==> config.mk <==
export PLATFORM = sky130hd
export DESIGN_NAME = sar_acq_host
export DESIGN_NICKNAME = d
export VERILOG_FILES = /design/src/rtl/sar_host_pkg.sv /design/src/rtl/sar_cmd_pack.sv /design/src/rtl/sar_rx_shift.sv /design/src/rtl/sar_seq.sv /design/src/rtl/sar_acq_host.sv
export SDC_FILE = /design/constraint.sdc
export NUM_CORES = 1
export LEC_CHECK = 0
export ABC_AREA = 1
export BUFFER_PORTS_ARGS = -buffer_cell sky130_fd_sc_hd__clkbuf_2
export CAP_MARGIN = 0
export CORE_ASPECT_RATIO = 0.5
export CORE_UTILIZATION = 30
export DETAILED_ROUTE_END_ITERATION = 7
export SYNTH_ARGS = -nofsm -noshare
export SYNTH_HDL_FRONTEND = slang
export SYNTH_SLANG_ARGS = --single-unit
==> constraint.sdc <==
create_clock -name clk -period 3.65 [get_ports clk]
set_input_delay 0.5475 -clock clk [delete_from_list [all_inputs] [get_ports clk]]
set_output_delay 0.5475 -clock clk [all_outputs]
set_load 0.03 [all_outputs]
==> src/rtl/sar_host_pkg.sv <==
package sar_host_pkg;
  localparam int IDX_W     = 5;
  localparam int CTL_BITS  = 8;
  localparam int DATA_BITS = 16;
  typedef logic [IDX_W-1:0] idx_t;
  // Clock indices count from 0 at the start-bit clock.
  localparam idx_t BUSY_IDX   = idx_t'(CTL_BITS);
  localparam idx_t DATA_FIRST = idx_t'(CTL_BITS + 1);
  localparam idx_t DATA_LAST  = idx_t'(CTL_BITS + DATA_BITS);
  localparam idx_t SHORT_END  = idx_t'(CTL_BITS + DATA_BITS - 1);
  localparam idx_t LONG_END   = idx_t'(4 * CTL_BITS - 1);
  typedef enum logic [1:0] {ST_IDLE, ST_SETUP, ST_LOW, ST_HIGH} seq_st_t;
endpackage

==> src/rtl/sar_cmd_pack.sv <==
module sar_cmd_pack
  import sar_host_pkg::*;
(
  input  logic [1:0]          chan_i,
  input  logic                single_i,
  input  logic [1:0]          pd_i,
  output logic [CTL_BITS-1:0] byte_o
);
  logic [2:0] code;

  always_comb begin
    case (chan_i)
      2'd0:    code = 3'b001;
      2'd1:    code = 3'b101;
      2'd2:    code = 3'b010;
      default: code = 3'b110;
    endcase
    byte_o = {1'b1, code, 1'b0, single_i, pd_i};
  end
endmodule

==> src/rtl/sar_rx_shift.sv <==
module sar_rx_shift
  import sar_host_pkg::*;
(
  input  logic                 clk,
  input  logic                 rst_n,
  input  logic                 busy_en,
  input  logic                 shift_en,
  input  logic                 final_en,
  input  logic                 dout_i,
  input  logic                 busy_i,
  output logic [DATA_BITS-1:0] res_data_o,
  output logic                 res_valid_o
);
  logic [DATA_BITS-1:0] sr_q, sr_d, res_q, res_d;
  logic                 bok_q, bok_d, val_q, val_d;

  always_comb begin
    sr_d  = sr_q;
    res_d = res_q;
    bok_d = bok_q;
    val_d = 1'b0;
    if (busy_en)  bok_d = busy_i;
    if (shift_en) sr_d  = {sr_q[DATA_BITS-2:0], dout_i};
    if (final_en) begin
      res_d = {sr_q[DATA_BITS-2:0], dout_i};
      val_d = bok_q;
    end
  end

  always_ff @(posedge clk or negedge rst_n) begin
    if (!rst_n) begin
      sr_q  <= '0;
      res_q <= '0;
      bok_q <= 1'b0;
      val_q <= 1'b0;
    end else begin
      sr_q  <= sr_d;
      res_q <= res_d;
      bok_q <= bok_d;
      val_q <= val_d;
    end
  end

  assign res_data_o  = res_q;
  assign res_valid_o = val_q;
endmodule

==> src/rtl/sar_seq.sv <==
module sar_seq
  import sar_host_pkg::*;
#(
  parameter int DIV_HALF = 52,
  parameter int CS_SETUP = 25
) (
  input  logic                clk,
  input  logic                rst_n,
  input  logic                req_valid_i,
  input  logic                req_long_i,
  input  logic [CTL_BITS-1:0] ctl_byte_i,
  output logic                req_ready_o,
  output logic                cs_n_o,
  output logic                dclk_o,
  output logic                din_o,
  output logic                busy_en_o,
  output logic                shift_en_o,
  output logic                final_en_o
);
  localparam int CNT_MAX = (DIV_HALF > CS_SETUP) ? DIV_HALF : CS_SETUP;
  localparam int CNT_W   = $clog2(CNT_MAX + 1);
  localparam logic [CNT_W-1:0] HALF_LD  = CNT_W'(DIV_HALF - 1);
  localparam logic [CNT_W-1:0] SETUP_LD = CNT_W'(CS_SETUP - 1);

  seq_st_t             st_q, st_d;
  logic [CNT_W-1:0]    cnt_q, cnt_d;
  idx_t                idx_q, idx_d, last_idx;
  logic [CTL_BITS-1:0] ctl_q, ctl_d;
  logic                long_q, long_d, tail_q, tail_d;
  logic                cs_n_q, cs_n_d, dclk_q, dclk_d, din_q, din_d;
  logic                rise_now, fall_now, cnt_zero, take;

  assign cnt_zero    = (cnt_q == '0);
  assign rise_now    = (st_q == ST_LOW)  && cnt_zero;
  assign fall_now    = (st_q == ST_HIGH) && cnt_zero;
  assign last_idx    = long_q ? LONG_END : DATA_LAST;
  assign req_ready_o = (st_q == ST_IDLE) ||
                       (fall_now && !long_q && (idx_q == SHORT_END));
  assign take        = req_valid_i && req_ready_o;
  assign busy_en_o   = rise_now && (idx_q == BUSY_IDX);
  assign shift_en_o  = rise_now && (idx_q >= DATA_FIRST) && (idx_q < DATA_LAST);
  assign final_en_o  = rise_now && ((idx_q == DATA_LAST) || (tail_q && (idx_q == '0)));

  always_comb begin
    st_d = st_q; cnt_d = cnt_q; idx_d = idx_q; ctl_d = ctl_q;
    long_d = long_q; tail_d = tail_q;
    cs_n_d = cs_n_q; dclk_d = dclk_q; din_d = din_q;
    case (st_q)
      ST_IDLE: if (take) begin
        st_d = ST_SETUP; cs_n_d = 1'b0; cnt_d = SETUP_LD;
        idx_d = '0; tail_d = 1'b0; long_d = req_long_i;
        ctl_d = ctl_byte_i; din_d = ctl_byte_i[CTL_BITS-1];
      end
      ST_SETUP: if (cnt_zero) begin
        st_d = ST_LOW; cnt_d = HALF_LD;
      end else cnt_d = cnt_q - 1'b1;
      ST_LOW: if (cnt_zero) begin
        st_d = ST_HIGH; dclk_d = 1'b1; cnt_d = HALF_LD;
        if (final_en_o) tail_d = 1'b0;
      end else cnt_d = cnt_q - 1'b1;
      default: if (cnt_zero) begin
        dclk_d = 1'b0;
        if (idx_q == last_idx) begin
          st_d = ST_IDLE; cs_n_d = 1'b1; din_d = 1'b0;
        end else if (take) begin
          st_d = ST_LOW; cnt_d = HALF_LD; idx_d = '0; tail_d = 1'b1;
          long_d = req_long_i; ctl_d = ctl_byte_i;
          din_d = ctl_byte_i[CTL_BITS-1];
        end else begin
          st_d = ST_LOW; cnt_d = HALF_LD; idx_d = idx_q + 1'b1;
          din_d = ctl_q[CTL_BITS-2];
          ctl_d = {ctl_q[CTL_BITS-2:0], 1'b0};
        end
      end else cnt_d = cnt_q - 1'b1;
    endcase
  end

  always_ff @(posedge clk or negedge rst_n) begin
    if (!rst_n) begin
      st_q <= ST_IDLE; cnt_q <= '0; idx_q <= '0; ctl_q <= '0;
      long_q <= 1'b0; tail_q <= 1'b0;
      cs_n_q <= 1'b1; dclk_q <= 1'b0; din_q <= 1'b0;
    end else begin
      st_q <= st_d; cnt_q <= cnt_d; idx_q <= idx_d; ctl_q <= ctl_d;
      long_q <= long_d; tail_q <= tail_d;
      cs_n_q <= cs_n_d; dclk_q <= dclk_d; din_q <= din_d;
    end
  end

  assign cs_n_o = cs_n_q;
  assign dclk_o = dclk_q;
  assign din_o  = din_q;
endmodule

==> src/rtl/sar_acq_host.sv <==
module sar_acq_host
  import sar_host_pkg::*;
#(
  parameter int DIV_HALF = 52,
  parameter int CS_SETUP = 25
) (
  input  logic        clk,
  input  logic        rst_n,
  input  logic        req_valid,
  output logic        req_ready,
  input  logic [1:0]  req_chan,
  input  logic        req_single,
  input  logic [1:0]  req_pd,
  input  logic        req_long,
  output logic        cs_n,
  output logic        dclk,
  output logic        din,
  input  logic        dout,
  input  logic        busy,
  output logic [15:0] res_data,
  output logic        res_valid
);
  logic [1:0]          rst_pipe_q;
  logic                rst_sync_n;
  logic [CTL_BITS-1:0] ctl_byte;
  logic                busy_en, shift_en, final_en;

  always_ff @(posedge clk or negedge rst_n) begin
    if (!rst_n) rst_pipe_q <= 2'b00;
    else        rst_pipe_q <= {rst_pipe_q[0], 1'b1};
  end
  assign rst_sync_n = rst_pipe_q[1];

  sar_cmd_pack u_pack (
    .chan_i(req_chan), .single_i(req_single), .pd_i(req_pd), .byte_o(ctl_byte)
  );

  sar_seq #(.DIV_HALF(DIV_HALF), .CS_SETUP(CS_SETUP)) u_seq (
    .clk(clk), .rst_n(rst_sync_n), .req_valid_i(req_valid), .req_long_i(req_long),
    .ctl_byte_i(ctl_byte), .req_ready_o(req_ready), .cs_n_o(cs_n), .dclk_o(dclk),
    .din_o(din), .busy_en_o(busy_en), .shift_en_o(shift_en), .final_en_o(final_en)
  );

  sar_rx_shift u_rx (
    .clk(clk), .rst_n(rst_sync_n), .busy_en(busy_en), .shift_en(shift_en),
    .final_en(final_en), .dout_i(dout), .busy_i(busy),
    .res_data_o(res_data), .res_valid_o(res_valid)
  );
endmodule

==> results.txt, run 1 <==
----------------------------------------------------
[Run status]
  Result of the run ... completed

[Cells and area]
  Filler cells ... 978
  Fin nets ... 396
  Area Growth Syn to Fin ... 19.49%
  Total area of multi-input combinational cells ... 1195 um^2
  Fraction of layout instances using a drive strength above 1 ... 19.47%
  Area taken by flip-flops and latches ... 1504 um^2
  Diode count ... 0

[Critical path]
  Critical path class ... reg -> out
  Data arrival time at the worst-slack endpoint ... 2.29 ns
  Crit path required time ... 3.10 ns
  Gate family responsible for the most delay along the worst path ... buffers and inverters
  Cells along the critical path ... inv_1, ha_1, inv_1, o21ai_0, clkbuf_2
  Highest net fanout along the worst path ... 20
  Delay contributed by the slowest stage of the critical path ... 0.59 ns
  Nature of the critical path endpoint ... output port
  Highest-delay cell along the critical path ... sky130_fd_sc_hd__inv_1
  Critical path's most frequent cell ... sky130_fd_sc_hd__inv_1
  Count of buffer and inverter cells on the critical path ... 3
  Critical Path Source Type ... register

[Timing]
  Fin Clk Skew ... 0.01027 ns
  Final slew viol count ... 0
  Total Negative Setup Slacks ... 0 ns
  Post-route worst hold slack ... 0.3608 ns
  Tightest slew margin relative to the limit ... 34.93%
  Timing-limited maximum frequency ... 0.3521 GHz
  Unrepaired setup endpoints after global routing ... false
  Final Hold Vio Count ... 0
  Measured slew at the worst slew-check pin ... 0.9761 ns
  Count of final setup violators ... 0
  Post-route clock period utilization ... 77.82%
  Shortest clock period the worst path allows after layout ... 2.840 ns

[Clock tree]
  CTS H-tree lvls ... 3
  Reg clk slew, reported paths ... 0.06 ns
  Number of setup buffers added after CTS ... 0
  Maximum buffer depth of the clock tree ... 2
  Clock latency of the later-clocked register in the worst-skew pair ... 0.33 ns
  Clk root buf ... sky130_fd_sc_hd__clkbuf_16
  Count of cells resized by post-cts repair ... 0
  TritonCTS buffer count ... 9
  Clock tree from TritonCTS ... yes
  Number of sinks on the clock net ... 60

[Placement]
  DP Wirelength ... 3.903 mm
  Placer's final routability congestion estimate ... 0.7884
  Count of buffers from port buffering ... 31

[Power and ir drop]
  Fraction of power consumed by sequential logic ... 34.7%
  Share of total power in the clock network ... 31.7%
  Comb pwr share ... 33.7%
  Internal power of the cells ... 0.001631 W
  Static leakage ... 1.723 nW
  Total power per unit cell area ... 755.3 nW/um^2
  Largest vdd supply drop ... 209.3 uV
  Switching power ... 0.001028 W
  Switching share of total power ... 38.66%

[Yosys]
  Number of synthesized register bits ... 60
  Commonest register cell after synthesis ... sky130_fd_sc_hd__dfrtp_1
  Synth unique cells ... 30
  Number of nets in the synthesized netlist ... 362
  Number of flops mapped to enable cells by yosys ... 0
  Yosys warning count ... 0
  Sequential share of the synthesized area ... 51.00%
  Syn Std Cell Area ... 2947 um^2
  Mean Syn Cell Area ... 8.641 um^2
  Ys async rst share ... 100.0%
  Synthesized instance count ... 341

[Routing]
  Number of detailed-routing iterations run before antenna repair ... 4
  Remaining design rule violation count ... 0
  Via count ... 2,240
  Detail-routed net length per standard cell ... 11.22 um
  Drt first-iter violations ... 102
  Sum of routed wire length over all layers ... 5.777 mm
  Antenna violation net count after detailed routing ... 0
  Vias per cell ... 4.350

[GRT]
  Number of antenna violations at the first check in global routing ... 0
  Total congestion overflow ... 0
  Pin count of the biggest net entering global routing ... 44
  Global-route wire length before repair ... 9.929 mm
  Vias in the first global route ... 2,130
  Overall routing resource usage ... 12.46%

[Floorplanning]
  Die width ... 142.2 um
  Core area ... 9478 um^2
  I/O pin count ... 32
  Starting Density ... 31.09%
  Core Rows ... 25
  Area enclosed by the die boundary ... 10,250 um^2
  Die outline height ... 72.08 um

[Worst hold path]
  Worst min-delay path category ... reg -> reg

[Job]
  MaxCap Viol Count ... 0

----------------------------------------------------
[layout make-up]
cell class                 count  share of cell area (%)
clock inverter                 7                   2.132
inverter                      42                   4.691
multi-input combinational    227                   33.94
timing repair buffer          35                   5.330
tap                          135                   4.797
sequential                    60                   42.71
clock buffer                   9                   6.397
[timing repair]
action                     CTS  global route
setup endpoints to repair    0             0
hold buffers                 1             0
hold endpoints to repair     2             0
[cells in the final DEF (no fill, tap or decap), drive strengths merged]
cell type	instances
o211ai	1
inv	43
dfrtp	59
nand3	26
dlygate4sd3	1
dfstp	1
clkinvlp	3
a21oi	6
clkbuf	40
buf	3
nor3	3
conb	1
ha	10
bufinv	1
nand3b	1
nor2	25
o21ai	51
clkinv	2
xor2	2
nand4	4
nand2	97
[power groups by stage]
stage	combinational (W)	clock, W	sequential, W
after global placement	0.000894	0	0.000928
after detailed placement	0.000900	0	0.000930
after floorplan	0.000731	0	0.000950
final	0.000895	0.000842	0.000922
after CTS	0.000906	0.000870	0.000922
after global routing	0.00102	0.000891	0.000943
[metrics by stage]
stage                     total power (W)  std cells  cell area (um^2)  util [%]  worst slack, ns
after global placement           0.001822        498              3211     33.87            1.170
after CTS                        0.002697        515              3521     37.15           0.8090
after detailed placement         0.001830        498              3211     33.87            1.037
final                            0.002659        515              3521     37.15           0.8096
after floorplan                  0.001681        341              2947         -            1.417
after global routing             0.002856        515              3521     37.15           0.6354
[synth_stat cells (all sizes together) (2+ instances only)]
cell / number / share of area [%]
nand2: 97 / 14
dfrtp: 59 / 50
o21ai: 51 / 9.3
inv: 42 / 5.6
nand3: 26 / 5.2
nor2: 25 / 4.5
ha: 10 / 4.2
buf: 9 / 2.5
a21oi: 6 / 1.0
nand4: 4 / 0.85
clkbuf: 3 / 0.38
nor3: 3 / 0.51
xor2: 2 / 0.59
[sequential cells by signal (all words and copies together), names as in the netlist, 2 cells and up]
register / cells
rst_pipe_q: 2
u_rx.res_data_o: 16
u_rx.sr_q: 15
u_seq.cnt_q: 6
u_seq.ctl_q: 7
u_seq.idx_q: 5
u_seq.st_q: 2
[path summary, 6_finish.rpt]
path                               startpoint                 end  slack, ns  cells after the start
worst max-delay path            u_seq.st_q[0]           req_ready       0.81                      5
worst min-delay path            rst_pipe_q[0]       rst_pipe_q[1]       0.36                      0
worst max register to register  u_seq.st_q[0]      u_seq.ctl_q[1]       0.98                      9
worst min register to register  rst_pipe_q[0]       rst_pipe_q[1]       0.36                      0
max in group asynchronous       rst_pipe_q[1]  u_rx.res_data_o[5]       2.44                      1
min in group asynchronous       rst_pipe_q[1]       u_rx.sr_q[10]       0.44                      0
[cells by family after synthesis]
family / synth area share, %
buffers and inverters: 8.450
AOI/OAI and AO/OA: 10.57
and+or+nand+nor: 25.01
other: 0.1273
xor gates and xnor gates: 0.5946
DFF: 51.00
adders and majority gates: 4.246
[per-layer routing]
layer	vias to the layer above	global-route usage [%]	share of wire (%)
met5	-	0	0
met4	0	5.735	1.9
met3	11	4.158	5.2
met2	50	19.55	45
met1	1030	15.70	48
li1	1149	-	-
Power figures use the tool's default switching activity.
==> run 2, diff against run 1 <==
==> constraint.sdc (replaced) <==
create_clock -name clk -period 2.9 [get_ports clk]
set_input_delay 0.435 -clock clk [delete_from_list [all_inputs] [get_ports clk]]
set_output_delay 0.435 -clock clk [all_outputs]
set_load 0.03 [all_outputs]
==> results.txt, run 2 (same netlist as run 1, synthesis figures left out) <==
----------------------------------------------------
[Run status]
  Result of the run ... completed (unchanged)

[Cells and area]
  Fin nets ... 397 (was 396)
  Design Area, Final ... 3558 um^2 (was 3521 um^2)
  Area Growth Syn to Fin ... 20.76% (was 19.49%)
  Filler cells ... 995 (was 978)
  Commonest non-fill, non-tap cells in the layout ... sky130_fd_sc_hd__nand2_1 (88), sky130_fd_sc_hd__dfrtp_1 (58), sky130_fd_sc_hd__o21ai_0 (46) (unchanged)
  Layout Cells excl Fill ... 516 (was 515)
  Diode count ... 0 (unchanged)
  Commonest non-fill, non-tap cell in the layout ... sky130_fd_sc_hd__nand2_1 (unchanged)
  Largest register FFs ... 16 (unchanged)
  Fraction of layout instances using a drive strength above 1 ... 19.42% (was 19.47%)

[Routing]
  Vias per cell ... 4.178 (was 4.350)
  Number of detailed-routing iterations run before antenna repair ... 4 (unchanged)
  Sum of routed wire length over all layers ... 5.683 mm (was 5.777 mm)
  Remaining design rule violation count ... 0 (unchanged)
  Via count ... 2,156 (was 2,240)
  Antenna violation net count after detailed routing ... 0 (unchanged)
  Drt first-iter violations ... 144 (was 102)
  Detail-routed net length per standard cell ... 11.01 um (was 11.22 um)

[Clock tree]
  Clock tree from TritonCTS ... yes (unchanged)
  TritonCTS buffer count ... 9 (unchanged)
  Cts hold-fix bufs ... 1 (unchanged)
  Number of setup buffers added after CTS ... 0 (unchanged)
  Count of cells resized by post-cts repair ... 0 (unchanged)
  Number of sinks on the clock net ... 60 (unchanged)
  Maximum buffer depth of the clock tree ... 2 (unchanged)
  Clock latency of the later-clocked register in the worst-skew pair ... 0.32 ns (was 0.33 ns)
  Clk root buf ... sky130_fd_sc_hd__clkbuf_16 (unchanged)
  Reg clk slew, reported paths ... 0.05 ns (was 0.06 ns)
  CTS H-tree lvls ... 3 (unchanged)

[Critical path]
  Critical path class ... reg -> out (unchanged)
  Highest net fanout along the worst path ... 12 (was 20)
  Critical Path Source Type ... register (unchanged)
  Reg-to-reg startpoint ... u_seq.st_q[0] (unchanged)
  Levels on crit path ... 6 (was 5)
  Nature of the critical path endpoint ... output port (unchanged)
  Highest-delay cell along the critical path ... sky130_fd_sc_hd__dfrtp_1 (was sky130_fd_sc_hd__inv_1)
  Critical path's most frequent cell ... sky130_fd_sc_hd__inv_1 (unchanged)
  Data arrival time at the worst-slack endpoint ... 2.20 ns (was 2.29 ns)
  Capturing element of the worst setup path ... req_ready (unchanged)
  R2R depth ... 9 (unchanged)
  Delay contributed by the slowest stage of the critical path ... 0.42 ns (was 0.59 ns)
  Crit path required time ... 2.47 ns (was 3.10 ns)
  Cells along the critical path ... inv_1, ha_1, inv_1, buf_4, o21ai_0, clkbuf_2 (was inv_1, ha_1, inv_1, o21ai_0, clkbuf_2)
  Reg-to-reg setup timing slack ... 0.43 ns (was 0.98 ns)
  Critical R2R Capture ... u_seq.ctl_q[1] (unchanged)
  Count of buffer and inverter cells on the critical path ... 4 (was 3)
  Gate family responsible for the most delay along the worst path ... buffers and inverters (unchanged)
  Worst setup startpoint ... u_seq.st_q[0] (unchanged)

[Power and ir drop]
  Largest vdd supply drop ... 280.4 uV (was 209.3 uV)
  Switching share of total power ... 37.38% (was 38.66%)
  Total power per unit cell area ... 965.5 nW/um^2 (was 755.3 nW/um^2)
  Share of total power in the clock network ... 32.7% (was 31.7%)
  Comb pwr share ... 33.7% (about the same)
  Switching power ... 0.001284 W (was 0.001028 W)
  Internal power of the cells ... 0.002151 W (was 0.001631 W)
  Static leakage ... 1.743 nW (was 1.723 nW)
  Fraction of power consumed by sequential logic ... 33.6% (was 34.7%)

[GRT]
  Total congestion overflow ... 0 (unchanged)
  Number of antenna violations at the first check in global routing ... 0 (unchanged)
  Pin count of the biggest net entering global routing ... 31 (was 44)
  Global-route wire length before repair ... 10.11 mm (was 9.929 mm)
  Overall routing resource usage ... 12.72% (was 12.46%)
  Vias in the first global route ... 2,152 (was 2,130)

[Timing]
  Total Negative Setup Slacks ... 0 ns (unchanged)
  Post-route worst hold slack ... 0.3044 ns (was 0.3608 ns)
  Unrepaired setup endpoints after global routing ... false (unchanged)
  Final setup margin ... 0.2623 ns (was 0.8096 ns)
  Final slew viol count ... 0 (unchanged)
  Tightest slew margin relative to the limit ... 55.64% (was 34.93%)
  Shortest clock period the worst path allows after layout ... 2.638 ns
  Timing-limited maximum frequency ... 0.3791 GHz
  Measured slew at the worst slew-check pin ... 0.6655 ns (was 0.9761 ns)
  Final Hold Vio Count ... 0 (unchanged)
  Fin Clk Skew ... 0.004641 ns (was 0.01027 ns)
  Count of final setup violators ... 0 (unchanged)
  Post-route clock period utilization ... 90.96%

[Placement]
  Placed cell count ... 499 (was 498)
  Count of buffers from port buffering ... 31 (unchanged)
  DP Wirelength ... 3.904 mm (was 3.903 mm)
  Cell Area, Placed ... 3231 um^2 (was 3211 um^2)
  Placer's final routability congestion estimate ... 0.8048 (was 0.7884)
  Setup WS pre-CTS ... 0.4600 ns (was 1.037 ns)

[Floorplanning]
  Starting Density ... 31.09% (unchanged)
  I/O pin count ... 32 (unchanged)
  Core area ... 9478 um^2 (unchanged)
  Die outline height ... 72.08 um (unchanged)
  Die width ... 142.2 um (unchanged)
  Area enclosed by the die boundary ... 10,250 um^2 (unchanged)
  Core Rows ... 25 (unchanged)

[Job]
  MaxCap Viol Count ... 0 (unchanged)

[Worst hold path]
  Worst min-delay path category ... reg -> async (was reg -> reg)

----------------------------------------------------
[run 2: cell count changes in the layout (fill, tap and decap cells not counted), sizes merged]
cell | previous run | this run
bufinv | 1 | 2
inv | 43 | 42
clkinvlp | 3 | 2
clkbuf | 40 | 41
buf | 3 | 4
[run 2: area by class of cell]
type                            instances  area (um^2)  share of cell area [%]
Inverter                               42        165.2                   4.641
Sequential cell                        60         1504                   42.26
Timing Repair Buffer                   36        207.7                   5.837
Multi-Input combinational cell        227         1195                   33.58
Tap cell                              135        168.9                   4.747
Clock inverter                          6        88.84                   2.496
Clock buffer                           10        229.0                   6.435
[run 2: through the flow]
stage                     utilization (%)  power, W
final                               37.54  0.003436
after global routing                37.54  0.003710
after CTS                           37.54  0.003486
after detailed placement            34.09  0.002326
after global placement              34.09  0.002315
after floorplan                         -  0.002116
[run 2: per-layer routing]
metal  vias to the layer above  track usage, %  part of all wire [%]
met4                         0           5.257                   1.2
li1                       1155               -                     -
met1                       964           16.65                    51
met5                         -               0                     0
met2                        30           18.85                    44
met3                         7           4.950                   4.0
[run 2: power groups by stage]
stage               logic [W]  registers (W)  clock network (W)
global placement      0.00115        0.00116                  0
floorplan            0.000920        0.00120                  0
detailed placement    0.00116        0.00117                  0
finish                0.00116        0.00115            0.00112
CTS                   0.00118        0.00115            0.00116
global route          0.00133        0.00118            0.00120
[run 2: how the worst min path moves through the flow]
stage,slack [ns],cells past startpoint,endpoint,from
global route,0.32,3,u_seq.long_q,req_long
detailed placement,0.23,1,rst_pipe_q[0],rst_n
floorplan,0.14,0,rst_pipe_q[0],rst_n
global placement,0.22,1,rst_pipe_q[0],rst_n
finish,0.30,0,u_rx.sr_q[10],rst_pipe_q[1]
CTS,0.32,3,u_seq.ctl_q[0],req_pd[0]
==> run 3, diff against run 2 <==
--- a/config.mk
+++ b/config.mk
@@ -11,6 +11,7 @@
 export CORE_ASPECT_RATIO = 0.5
 export CORE_UTILIZATION = 30
 export DETAILED_ROUTE_END_ITERATION = 7
+export REMOVE_ABC_BUFFERS = 1
 export SYNTH_ARGS = -nofsm -noshare
 export SYNTH_HDL_FRONTEND = slang
 export SYNTH_SLANG_ARGS = --single-unit
==> results.txt, run 3 (same netlist as run 1, synthesis figures left out) <==
----------------------------------------------------
[Floorplanning]
  Die outline height ... 72.08 um (unchanged)
  Core area ... 9478 um^2 (unchanged)
  I/O pin count ... 32 (unchanged)
  Starting Density ... 31.09% (unchanged)
  Die width ... 142.2 um (unchanged)
  Area enclosed by the die boundary ... 10,250 um^2 (unchanged)
  Core Rows ... 25 (unchanged)

[Critical path]
  Worst setup startpoint ... u_seq.st_q[0] (unchanged)
  Critical path's most frequent cell ... sky130_fd_sc_hd__inv_1 (unchanged)
  Reg-to-reg startpoint ... u_seq.st_q[0] (unchanged)
  Delay contributed by the slowest stage of the critical path ... 0.42 ns (about the same)
  Critical Path Source Type ... register (unchanged)
  Count of buffer and inverter cells on the critical path ... 4 (unchanged)
  Nature of the critical path endpoint ... output port (unchanged)
  Critical path class ... reg -> out (unchanged)
  Crit path required time ... 2.47 ns (about the same)
  Highest net fanout along the worst path ... 11 (was 12)
  Highest-delay cell along the critical path ... sky130_fd_sc_hd__dfrtp_1 (unchanged)
  Cells along the critical path ... inv_1, ha_1, inv_1, buf_4, o21ai_0, clkbuf_2 (unchanged)
  Data arrival time at the worst-slack endpoint ... 2.21 ns (was 2.20 ns)
  Reg-to-reg setup timing slack ... 0.47 ns (was 0.43 ns)
  Gate family responsible for the most delay along the worst path ... buffers and inverters (unchanged)

[GRT]
  Number of antenna violations at the first check in global routing ... 0 (unchanged)
  Global-route wire length before repair ... 9.901 mm (was 10.11 mm)
  Total congestion overflow ... 0 (unchanged)
  Overall routing resource usage ... 12.45% (was 12.72%)
  Vias in the first global route ... 2,109 (was 2,152)
  Pin count of the biggest net entering global routing ... 34 (was 31)

[Timing]
  Final slew viol count ... 0 (unchanged)
  Timing-limited maximum frequency ... 0.3777 GHz (was 0.3791 GHz)
  Shortest clock period the worst path allows after layout ... 2.648 ns (was 2.638 ns)
  Post-route worst hold slack ... 0.3222 ns (was 0.3044 ns)
  Tightest slew margin relative to the limit ... 51.70% (was 55.64%)
  Count of final setup violators ... 0 (unchanged)
  Final Hold Vio Count ... 0 (unchanged)
  Total Negative Setup Slacks ... 0 ns (unchanged)
  Fin Clk Skew ... 0.004730 ns (was 0.004641 ns)
  Measured slew at the worst slew-check pin ... 0.7244 ns (was 0.6655 ns)
  Unrepaired setup endpoints after global routing ... false (unchanged)
  Final setup margin ... 0.2523 ns (was 0.2623 ns)
  Post-route clock period utilization ... 91.30% (was 90.96%)

[Clock tree]
  Clock latency of the later-clocked register in the worst-skew pair ... 0.33 ns (was 0.32 ns)
  TritonCTS buffer count ... 9 (unchanged)
  Number of sinks on the clock net ... 60 (unchanged)
  Clk root buf ... sky130_fd_sc_hd__clkbuf_16 (unchanged)
  Maximum buffer depth of the clock tree ... 2 (unchanged)
  Reg clk slew, reported paths ... 0.05 ns (about the same)
  CTS H-tree lvls ... 3 (unchanged)
  Clock tree from TritonCTS ... yes (unchanged)

[Routing]
  Sum of routed wire length over all layers ... 5.586 mm (was 5.683 mm)
  Vias per cell ... 4.255 (was 4.178)
  Via count ... 2,200 (was 2,156)
  Drt first-iter violations ... 101 (was 144)
  Antenna violation net count after detailed routing ... 0 (unchanged)
  Number of detailed-routing iterations run before antenna repair ... 4 (unchanged)
  Remaining design rule violation count ... 0 (unchanged)
  Detail-routed net length per standard cell ... 10.80 um (was 11.01 um)

[Power and ir drop]
  Comb pwr share ... 33.9% (was 33.7%)
  Static leakage ... 1.743 nW (about the same)
  Switching power ... 0.001250 W (was 0.001284 W)
  Share of total power in the clock network ... 31.8% (was 32.7%)
  Total power per unit cell area ... 948.6 nW/um^2 (was 965.5 nW/um^2)
  Largest vdd supply drop ... 372.3 uV (was 280.4 uV)
  Switching share of total power ... 37.22% (was 37.38%)
  Internal power of the cells ... 0.002108 W (was 0.002151 W)
  Fraction of power consumed by sequential logic ... 34.3% (was 33.6%)

[Cells and area]
  Area Growth Syn to Fin ... 20.13% (was 20.76%)
  Commonest non-fill, non-tap cells in the layout ... sky130_fd_sc_hd__nand2_1 (88), sky130_fd_sc_hd__dfrtp_1 (58), sky130_fd_sc_hd__o21ai_0 (46) (unchanged)
  Largest register FFs ... 16 (unchanged)
  Commonest non-fill, non-tap cell in the layout ... sky130_fd_sc_hd__nand2_1 (unchanged)
  Diode count ... 0 (unchanged)
  Fin nets ... 398 (was 397)
  Fraction of layout instances using a drive strength above 1 ... 19.63% (was 19.42%)
  Layout Cells excl Fill ... 517 (was 516)

[Placement]
  Placed cell count ... 500 (was 499)
  Placer's final routability congestion estimate ... 0.7949 (was 0.8048)
  DP Wirelength ... 3.917 mm (was 3.904 mm)
  Count of buffers from port buffering ... 31 (unchanged)
  Setup WS pre-CTS ... 0.4556 ns (was 0.4600 ns)

[Run status]
  Result of the run ... completed (unchanged)

[Worst hold path]
  Worst min-delay path category ... in -> reg (was reg -> async)
  Startpoint of the worst hold path ... req_pd[0]

[Job]
  MaxCap Viol Count ... 0 (unchanged)

----------------------------------------------------
-- run 3: routing by layer --
layer  part of all wire, %  global-route usage [%]  vias to the layer above
met5                     0                       0                        -
met4                   1.2                   3.584                        0
li1                      -                       -                     1153
met3                   3.6                   4.950                        7
met1                    49                   16.02                     1015
met2                    47                   19.44                       25
-- run 3: layout make-up --
class                           count  area, um^2
Multi-Input combinational cell    227        1195
Clock buffer                       12       256.5
Tap cell                          135       168.9
Timing Repair Buffer               37       202.7
Sequential cell                    60        1504
Inverter                           42       165.2
Clock inverter                      4       47.55
Fill cell                         931        5938
-- run 3: worst paths after layout --
| path | to | cells after the start |
|---|---|---|
| max | req_ready | 6 |
| min in group asynchronous | u_rx.res_data_o[2] | 0 |
| min | u_seq.ctl_q[0] | 3 |
| max reg2reg | u_seq.ctl_q[1] | 9 |
| max in group asynchronous | u_seq.cs_n_o | 1 |
| min reg2reg | u_rx.res_data_o[2] | 0 |
-- run 3: metrics by stage --
step	total power, W	instance area, um^2	util (%)
after global routing	0.003633	3540	37.35
after global placement	0.002304	3226	34.03
after detailed placement	0.002309	3226	34.03
after CTS	0.003406	3540	37.35
final	0.003358	3540	37.35
after floorplan	0.002037	2863	-
-- run 3: repair_timing --
action,4_1_cts,5_1_grt
hold endpoints to repair,2,0
setup buffers,0,0
hold buffers,1,0
resized for setup,0,0
-- run 3: worst register-to-register path, delay by kind of cell (launching register included) --
kind / cells / cell delay, ns
adder cells (fa/ha/maj): 1 / 0.41
flip-flops: 1 / 0.42
AO/OA/AOI/OAI: 1 / 0.08
AND/OR/NAND/NOR: 5 / 0.99
buffers and inverters: 2 / 0.41
-- run 3: power groups by stage --
stage	logic [W]	registers (W)	clock network, W
floorplan	0.000841	0.00120	0
global placement	0.00114	0.00116	0
detailed placement	0.00114	0.00117	0
CTS	0.00115	0.00115	0.00110
global route	0.00131	0.00118	0.00114
finish	0.00114	0.00115	0.00107
